==> config.mk <==
export PLATFORM = sky130hd
export DESIGN_NAME = fs_addr_gen
export DESIGN_NICKNAME = d
export VERILOG_FILES = /design/src/rtl/fs_pkg.sv /design/src/rtl/fs_raster_walk.sv /design/src/rtl/fs_mb_walk.sv /design/src/rtl/fs_bank_ctl.sv /design/src/rtl/fs_addr_gen.sv
export SDC_FILE = /design/constraint.sdc
export NUM_CORES = 1
export LEC_CHECK = 0
export CAP_MARGIN = 0
export CORE_UTILIZATION = 55
export CTS_CLUSTER_SIZE = 40
export DETAILED_ROUTE_END_ITERATION = 12
export GPL_TIMING_DRIVEN = 0
export PLACE_DENSITY_LB_ADDON = 0.12
export SYNTH_ARGS = -nofsm -noshare
export SYNTH_HDL_FRONTEND = slang
export SYNTH_SLANG_ARGS = --single-unit
==> constraint.sdc <==
create_clock -name clk -period 21.5 [get_ports clk]
set_input_delay 2.15 -clock clk [delete_from_list [all_inputs] [get_ports clk]]
set_output_delay 2.15 -clock clk [all_outputs]
set_load 0.01 [all_outputs]
==> src/rtl/fs_pkg.sv <==
package fs_pkg;
  localparam int unsigned MB_WORDS = 384;
  localparam int unsigned BLK_SIDE = 8;
  typedef enum logic [1:0] {PL_Y = 2'd0, PL_CB = 2'd1, PL_CR = 2'd2} plane_e;
endpackage

==> src/rtl/fs_raster_walk.sv <==
module fs_raster_walk
  import fs_pkg::*;
#(
  parameter int unsigned W  = 352,
  parameter int unsigned H  = 288,
  parameter int unsigned AW = 18
) (
  input  logic          clk,
  input  logic          rst_n,
  input  logic          en,
  input  logic          stb,
  input  logic          sof,
  input  logic          sol,
  output logic          acc,
  output logic          last,
  output logic [AW-1:0] offs
);
  localparam int unsigned CW   = W / 2;
  localparam int unsigned CH   = H / 2;
  localparam int unsigned XW   = $clog2(W);
  localparam int unsigned YW   = $clog2(H);
  localparam int unsigned LUMA = W * H;
  localparam int unsigned CHR  = CW * CH;

  logic          run;
  logic [XW-1:0] x, ux, nx;
  logic [YW-1:0] y, uy, ny;
  plane_e        pl, upl, npl;

  function automatic logic [XW-1:0] xmax(input plane_e p);
    return (p == PL_Y) ? XW'(W - 1) : XW'(CW - 1);
  endfunction

  function automatic logic [YW-1:0] ymax(input plane_e p);
    return (p == PL_Y) ? YW'(H - 1) : YW'(CH - 1);
  endfunction

  function automatic plane_e pnext(input plane_e p);
    case (p)
      PL_Y:    return PL_CB;
      PL_CB:   return PL_CR;
      default: return PL_Y;
    endcase
  endfunction

  function automatic logic [AW-1:0] pbase(input plane_e p);
    case (p)
      PL_Y:    return '0;
      PL_CB:   return AW'(LUMA);
      default: return AW'(LUMA + CHR);
    endcase
  endfunction

  function automatic logic [AW-1:0] pstride(input plane_e p);
    return (p == PL_Y) ? AW'(W) : AW'(CW);
  endfunction

  // position used by this strobe, after marker realignment
  always_comb begin
    ux  = x;
    uy  = y;
    upl = pl;
    if (sof) begin
      ux  = '0;
      uy  = '0;
      upl = PL_Y;
    end else if (sol && x != '0) begin
      ux = '0;
      if (y == ymax(pl)) begin
        uy  = '0;
        upl = pnext(pl);
      end else begin
        uy = y + 1'b1;
      end
    end
    nx  = ux + 1'b1;
    ny  = uy;
    npl = upl;
    if (ux == xmax(upl)) begin
      nx = '0;
      if (uy == ymax(upl)) begin
        ny  = '0;
        npl = pnext(upl);
      end else begin
        ny = uy + 1'b1;
      end
    end
  end

  assign acc  = stb && en && (sof || run);
  assign last = (upl == PL_CR) && (ux == xmax(PL_CR)) && (uy == ymax(PL_CR));
  assign offs = pbase(upl) + AW'(uy) * pstride(upl) + AW'(ux);

  always_ff @(posedge clk) begin
    if (!rst_n) begin
      run <= 1'b0;
      x   <= '0;
      y   <= '0;
      pl  <= PL_Y;
    end else if (acc) begin
      run <= !last;
      x   <= nx;
      y   <= ny;
      pl  <= npl;
    end
  end
endmodule

==> src/rtl/fs_mb_walk.sv <==
module fs_mb_walk
  import fs_pkg::*;
#(
  parameter int unsigned MB_COLS = 22,
  parameter int unsigned MB_ROWS = 18,
  parameter int unsigned AW      = 18
) (
  input  logic          clk,
  input  logic          rst_n,
  input  logic          step,
  output logic          last,
  output logic [AW-1:0] offs
);
  localparam int unsigned W    = MB_COLS * 16;
  localparam int unsigned CW   = W / 2;
  localparam int unsigned LUMA = W * MB_ROWS * 16;
  localparam int unsigned CHR  = LUMA / 4;
  localparam int unsigned CB   = (MB_COLS > 1) ? $clog2(MB_COLS) : 1;
  localparam int unsigned RB   = (MB_ROWS > 1) ? $clog2(MB_ROWS) : 1;
  localparam logic [CB-1:0] CMAX = CB'(MB_COLS - 1);
  localparam logic [RB-1:0] RMAX = RB'(MB_ROWS - 1);

  logic [2:0]    j, i, blk;
  logic [CB-1:0] c;
  logic [RB-1:0] r;
  logic [AW-1:0] row, col;

  always_comb begin
    if (blk < 3'd4) begin
      row  = AW'(r) * AW'(16) + (blk[1] ? AW'(BLK_SIDE) : {AW{1'b0}}) + AW'(i);
      col  = AW'(c) * AW'(16) + (blk[0] ? AW'(BLK_SIDE) : {AW{1'b0}}) + AW'(j);
      offs = row * AW'(W) + col;
    end else begin
      row  = AW'(r) * AW'(BLK_SIDE) + AW'(i);
      col  = AW'(c) * AW'(BLK_SIDE) + AW'(j);
      offs = AW'(LUMA) + ((blk == 3'd5) ? AW'(CHR) : {AW{1'b0}}) + row * AW'(CW) + col;
    end
  end

  assign last = (j == 3'd7) && (i == 3'd7) && (blk == 3'd5) && (c == CMAX) && (r == RMAX);

  always_ff @(posedge clk) begin
    if (!rst_n) begin
      j   <= '0;
      i   <= '0;
      blk <= '0;
      c   <= '0;
      r   <= '0;
    end else if (step) begin
      j <= j + 1'b1;
      if (j == 3'd7) begin
        i <= i + 1'b1;
        if (i == 3'd7) begin
          if (blk == 3'd5) begin
            blk <= '0;
            if (c == CMAX) begin
              c <= '0;
              r <= (r == RMAX) ? '0 : r + 1'b1;
            end else begin
              c <= c + 1'b1;
            end
          end else begin
            blk <= blk + 1'b1;
          end
        end
      end
    end
  end
endmodule

==> src/rtl/fs_bank_ctl.sv <==
module fs_bank_ctl (
  input  logic clk,
  input  logic rst_n,
  input  logic dir,
  input  logic v_end,
  input  logic m_end,
  output logic wb,
  output logic w_ofs,
  output logic r_ofs,
  output logic w_busy,
  output logic r_busy,
  output logic field
);
  logic       w_done, r_done;
  logic [1:0] ofs_bit;
  logic       nb, swap, wr_end, rd_end;

  assign nb     = ~wb;
  assign swap   = w_done && r_done;
  assign wr_end = dir ? m_end : v_end;
  assign rd_end = dir ? v_end : m_end;
  assign w_ofs  = ofs_bit[wb];
  assign r_ofs  = ofs_bit[nb];
  assign w_busy = !w_done;
  assign r_busy = !r_done;

  always_ff @(posedge clk) begin
    if (!rst_n) begin
      wb      <= 1'b0;
      ofs_bit <= '0;
      w_done  <= 1'b0;
      r_done  <= 1'b1;
      field   <= 1'b0;
    end else if (swap) begin
      wb          <= nb;
      ofs_bit[nb] <= ~ofs_bit[nb];
      w_done      <= 1'b0;
      r_done      <= 1'b0;
      field       <= 1'b0;
    end else begin
      if (wr_end) w_done <= 1'b1;
      if (rd_end) begin
        if (dir && !field) begin
          field <= 1'b1;
        end else begin
          r_done <= 1'b1;
          field  <= 1'b0;
        end
      end
    end
  end
endmodule

==> src/rtl/fs_addr_gen.sv <==
module fs_addr_gen
  import fs_pkg::*;
#(
  parameter int unsigned MB_COLS   = 22,
  parameter int unsigned MB_ROWS   = 18,
  parameter int unsigned FIELD_OFS = MB_COLS * MB_WORDS,
  localparam int unsigned FRAME_WORDS = MB_COLS * MB_ROWS * MB_WORDS,
  localparam int unsigned AW          = $clog2(FRAME_WORDS + FIELD_OFS)
) (
  input  logic          clk,
  input  logic          rst_n,
  input  logic          dir,
  input  logic          pix_stb,
  input  logic          pix_sof,
  input  logic          pix_sol,
  output logic          mb_req,
  input  logic          mb_rdy,
  output logic          mb_done,
  output logic          mem_vld,
  output logic          mem_we,
  output logic          mem_bank,
  output logic [AW-1:0] mem_addr,
  output logic          mem_field
);
  logic          v_en, v_acc, v_last, m_act, m_acc, m_last;
  logic [AW-1:0] v_offs, m_offs;
  logic          wb, w_ofs, r_ofs, w_busy, r_busy, field;
  logic          acc_wr, acc_ofs;
  logic [AW-1:0] acc_offs;

  assign v_en   = dir ? r_busy : w_busy;
  assign m_act  = dir ? w_busy : r_busy;
  assign mb_req = m_act && !v_acc;
  assign m_acc  = mb_req && mb_rdy;

  fs_raster_walk #(.W(MB_COLS * 16), .H(MB_ROWS * 16), .AW(AW)) u_raster (
    .clk(clk), .rst_n(rst_n), .en(v_en), .stb(pix_stb), .sof(pix_sof), .sol(pix_sol),
    .acc(v_acc), .last(v_last), .offs(v_offs)
  );

  fs_mb_walk #(.MB_COLS(MB_COLS), .MB_ROWS(MB_ROWS), .AW(AW)) u_mb (
    .clk(clk), .rst_n(rst_n), .step(m_acc), .last(m_last), .offs(m_offs)
  );

  fs_bank_ctl u_bank (
    .clk(clk), .rst_n(rst_n), .dir(dir),
    .v_end(v_acc && v_last), .m_end(m_acc && m_last),
    .wb(wb), .w_ofs(w_ofs), .r_ofs(r_ofs), .w_busy(w_busy), .r_busy(r_busy), .field(field)
  );

  assign acc_wr   = v_acc ? !dir : dir;
  assign acc_ofs  = acc_wr ? w_ofs : r_ofs;
  assign acc_offs = v_acc ? v_offs : m_offs;

  always_ff @(posedge clk) begin
    if (!rst_n) begin
      mem_vld   <= 1'b0;
      mem_we    <= 1'b0;
      mem_bank  <= 1'b0;
      mem_addr  <= '0;
      mem_field <= 1'b0;
      mb_done   <= 1'b0;
    end else begin
      mem_vld   <= v_acc || m_acc;
      mem_we    <= acc_wr;
      mem_bank  <= acc_wr ? wb : ~wb;
      mem_addr  <= (acc_ofs ? AW'(FIELD_OFS) : {AW{1'b0}}) + acc_offs;
      mem_field <= v_acc && dir && field;
      mb_done   <= m_acc && m_last;
    end
  end
endmodule

==> results of run 1 <==
area by class of cell:
cell class | instances | area (um^2) | area share
clock inverters | 5 | 41.3 | 0.00485
repair buffers | 29 | 290 | 0.0341
multi-input cells | 735 | 5810 | 0.682
flip-flops and latches | 69 | 1380 | 0.162
inverters | 113 | 424 | 0.0498
clock buffers | 11 | 243 | 0.0285
plain buffers | 29 | 109 | 0.0128
well taps | 176 | 220 | 0.0258
metal layers:
| layer | up-vias | GRT usage | wire, um |
|---|---|---|---|
| met5 | - | 0 | 0 |
| met4 | 0 | 0.0802 | 324 |
| met3 | 25 | 0.0425 | 812 |
| met2 | 158 | 0.478 | 9340 |
| met1 | 3223 | 0.358 | 8650 |
| li1 | 3431 | - | - |
critical path, stage by stage:
cell             delay [ns]
clkdlybuf4s50_1        0.60
o31a_1                 0.33
nand3_1                0.28
nor2_1                 0.25
clkbuf_1               0.37
nor3_1                 0.08
a211o_1                0.29
inv_1                  0.07
clkbuf_1               0.58
nand2_1                0.24
fa_1                   0.54
inv_1                  0.04
ha_1                   0.18
inv_1                  0.07
fa_1                   0.43
fa_1                   0.50
inv_1                  0.06
fa_1                   0.48
ha_1                   0.37
a211oi_1               0.22
o21bai_1               0.13
a2111oi_0              0.59
nor3_1                 0.15
xnor2_1                0.17
a222oi_1               0.61
or3b_2                 0.51
a21oi_1                0.12
power breakdown:
part	internal, uW	switching [uW]
registers	130	0.989
logic	10.4	17.4
clock network	82.6	64.0
total	223	82.5
metrics by stage:
step	cell area (um^2)	setup WS [ns]	utilization	power, uW
after detailed placement	8240	11.08	0.612	161
after global routing	8520	10.82	0.633	315
after CTS	8520	11.39	0.633	306
final	8520	11.33	0.633	305
after floorplan	7730	12.75	-	150
after global placement	8240	11.02	0.612	161
final timing paths:
check | endpoint | slack [ns] | cells after the start
setup / recovery | mem_addr[15] | 11.33 | 27
hold / removal | u_raster.x[8] | 0.48 | 2
setup reg to reg | mem_addr[15] | 12.97 | 28
hold reg to reg | u_raster.x[8] | 0.48 | 2
state kept, by name, indices dropped and copies added (netlist names), 2 cells and up:
| signal | count |
|---|---|
| u_raster.x | 9 |
| u_mb.blk | 3 |
| mem_addr | 18 |
| u_raster.pl | 2 |
| u_raster.y | 9 |
| u_mb.c | 5 |
| u_mb.j | 3 |
| u_mb.i | 3 |
| u_mb.r | 5 |
| u_bank.ofs_bit | 2 |
placed cells by master (no fill, tap or decap), drive strengths merged, types with 17 or more instances in the layout:
cell	count
inv	114
nor3	28
xor2	19
clkdlybuf4s50	29
ha	106
a211oi	17
nor2	90
dfxtp	69
clkbuf	38
fa	39
nand3	30
xnor2	42
o21ai	27
nand2	67
a21oi	43
logic make-up after synthesis:
kind of cell	count (synthesis)	share of synthesized area
muxes	18	0.0243
xor gates and xnor gates	61	0.0691
adders and majority gates	145	0.273
DFF	69	0.179
and+or+nand+nor	323	0.212
AOI/OAI and AO/OA	187	0.173
other	1	0.000485
buffers and inverters	142	0.0690
==> metrics.cfg, run 1 <==
[yosys]
synth-edff-count = 0
synth_commonest_cells = inv_1, ha_1, nor2_1
syn-mean-instance-area_um2 = 8.17
syn_inst = 946
yosys_register_bits = 69
synth_area_um2 = 7730
synth_most_common_cell = inv_1
syn_nets = 1098
yosysUniqueCellTypes = 77
ys_top_cells_by_area = dfxtp_1, ha_1, fa_1, inv_1, xnor2_1
yosys.area.top_type = dfxtp_1
yosysSeqAreaShare = 0.179
synth-main-ff-cell = dfxtp_1
yosysWarningCount = 0
async_reset_ff_frac = 0
netlist.area_leader.share = 0.179

[worst_hold_path]
hp-start = u_raster.x[8]
min_path_type = flip-flop to flip-flop

[clock_tree]
clockBufferDepth = 2
cts_tree = done
clkLatencyLatePin_ns = 0.35
root_buffer = clkbuf_16
cts_buffers = 9
cts_setup_buffers = 0
htreeDepth = 3
cts.sinks = 69
ctsHoldBuffers = 0
post_cts_resized = 0
path_clk_slew_ns = 0.06

[global_route]
antenna_found_initial = 0
track_usage = 0.277
grt_max_degree = 16
grt_overflow = 0
grt_pass1_wl_mm = 31.9
grt_pass1_vias = 6529

[timing]
slew_headroom = 0.207
tns_ns = 0
tightest_slew_ns = 1.18
holdWs_ns = 0.481
setup_viol = 0
timing.final.crit_share = 0.473
fmax_ghz = 0.0984
maxSlewViolCount = 0
hold_viol = 0
layout_min_cycle_time_ns = 10.17
rsz0062_at_grt = false
fin_skew_ns = 0.0112

[flow_run]
maxCapViolations = 0

[critical_path]
crit_type = input pin to flip-flop
path_max_fanout = 15
worstPathRequired_ns = 21.78
cp-end-kind = flip-flop
startpoint_type = input pin
r2r_start = u_raster.x[6]
crit_start = pix_sol
crit_arrival_ns = 10.45

[cells_and_area]
nets = 1138
fin_cells = 1167
antenna_cells = 0
drive_gt1_frac = 0.0444
syn_to_final_growth_pct = 10.3
fillCellCount = 1250

[power_and_ir_drop]
cellLeakagePower_uw = 0.00401
ir_drop_uv = 36.4
p_per_area_nw_per_um2 = 35.8

[routing]
vias = 6837
drc_errors = 0
viasPerCell = 5.86
drt_iter0_markers = 404
firstDrtPassIters = 5
wirelength_mm = 19.1
wl_per_cell_um = 16.4
ant_nets = 0

[placement]
io_buffers = 29
dpl.hpwl_mm = 15.1
gp_congestion = 0.937
dpl.cell_count = 1151

[floorplanning]
dieArea_um2 = 14500
fp.dieW_um = 121
die_h_um = 121
core_area_um2 = 13500
rows = 42
initial_core_util = 0.574
num_io_pins = 31

[status]
outcome = completed

Power figures use the tool's default switching activity.
==> run 2, diff against run 1 <==
==> constraint.sdc (replaced) <==
create_clock -name clk -period 9.6 [get_ports clk]
set_input_delay 0.96 -clock clk [delete_from_list [all_inputs] [get_ports clk]]
set_output_delay 0.96 -clock clk [all_outputs]
set_load 0.01 [all_outputs]
==> results of run 2 <==
Same layout as run 1 (identical final DEF). Status: completed.
Among the figures that moved: setup slack after placement 11.08 ns -> 0.370 ns; setup slack after layout 11.33 ns -> 0.624 ns; register-to-register setup slack 12.97 ns -> 1.07 ns; total power 305 uW -> 684 uW; worst IR drop on VDD 36.4 uV -> 81.4 uV
==> run 3, diff against run 2 <==
--- a/config.mk
+++ b/config.mk
@@ -10,6 +10,7 @@
 export CTS_CLUSTER_SIZE = 40
 export DETAILED_ROUTE_END_ITERATION = 12
 export GPL_TIMING_DRIVEN = 0
+export HOLD_SLACK_MARGIN = 0.1
 export PLACE_DENSITY_LB_ADDON = 0.12
 export SYNTH_ARGS = -nofsm -noshare
 export SYNTH_HDL_FRONTEND = slang
==> constraint.sdc (replaced) <==
create_clock -name clk -period 11.2 [get_ports clk]
set_input_delay 1.12 -clock clk [delete_from_list [all_inputs] [get_ports clk]]
set_output_delay 1.12 -clock clk [all_outputs]
set_load 0.01 [all_outputs]
==> results of run 3 <==
Same layout as run 1 (identical final DEF). Status: completed.
Among the figures that moved: setup slack after placement 11.08 ns -> 1.81 ns; setup slack after layout 11.33 ns -> 2.06 ns; register-to-register setup slack 12.97 ns -> 2.67 ns; total power 305 uW -> 586 uW; worst IR drop on VDD 36.4 uV -> 69.8 uV
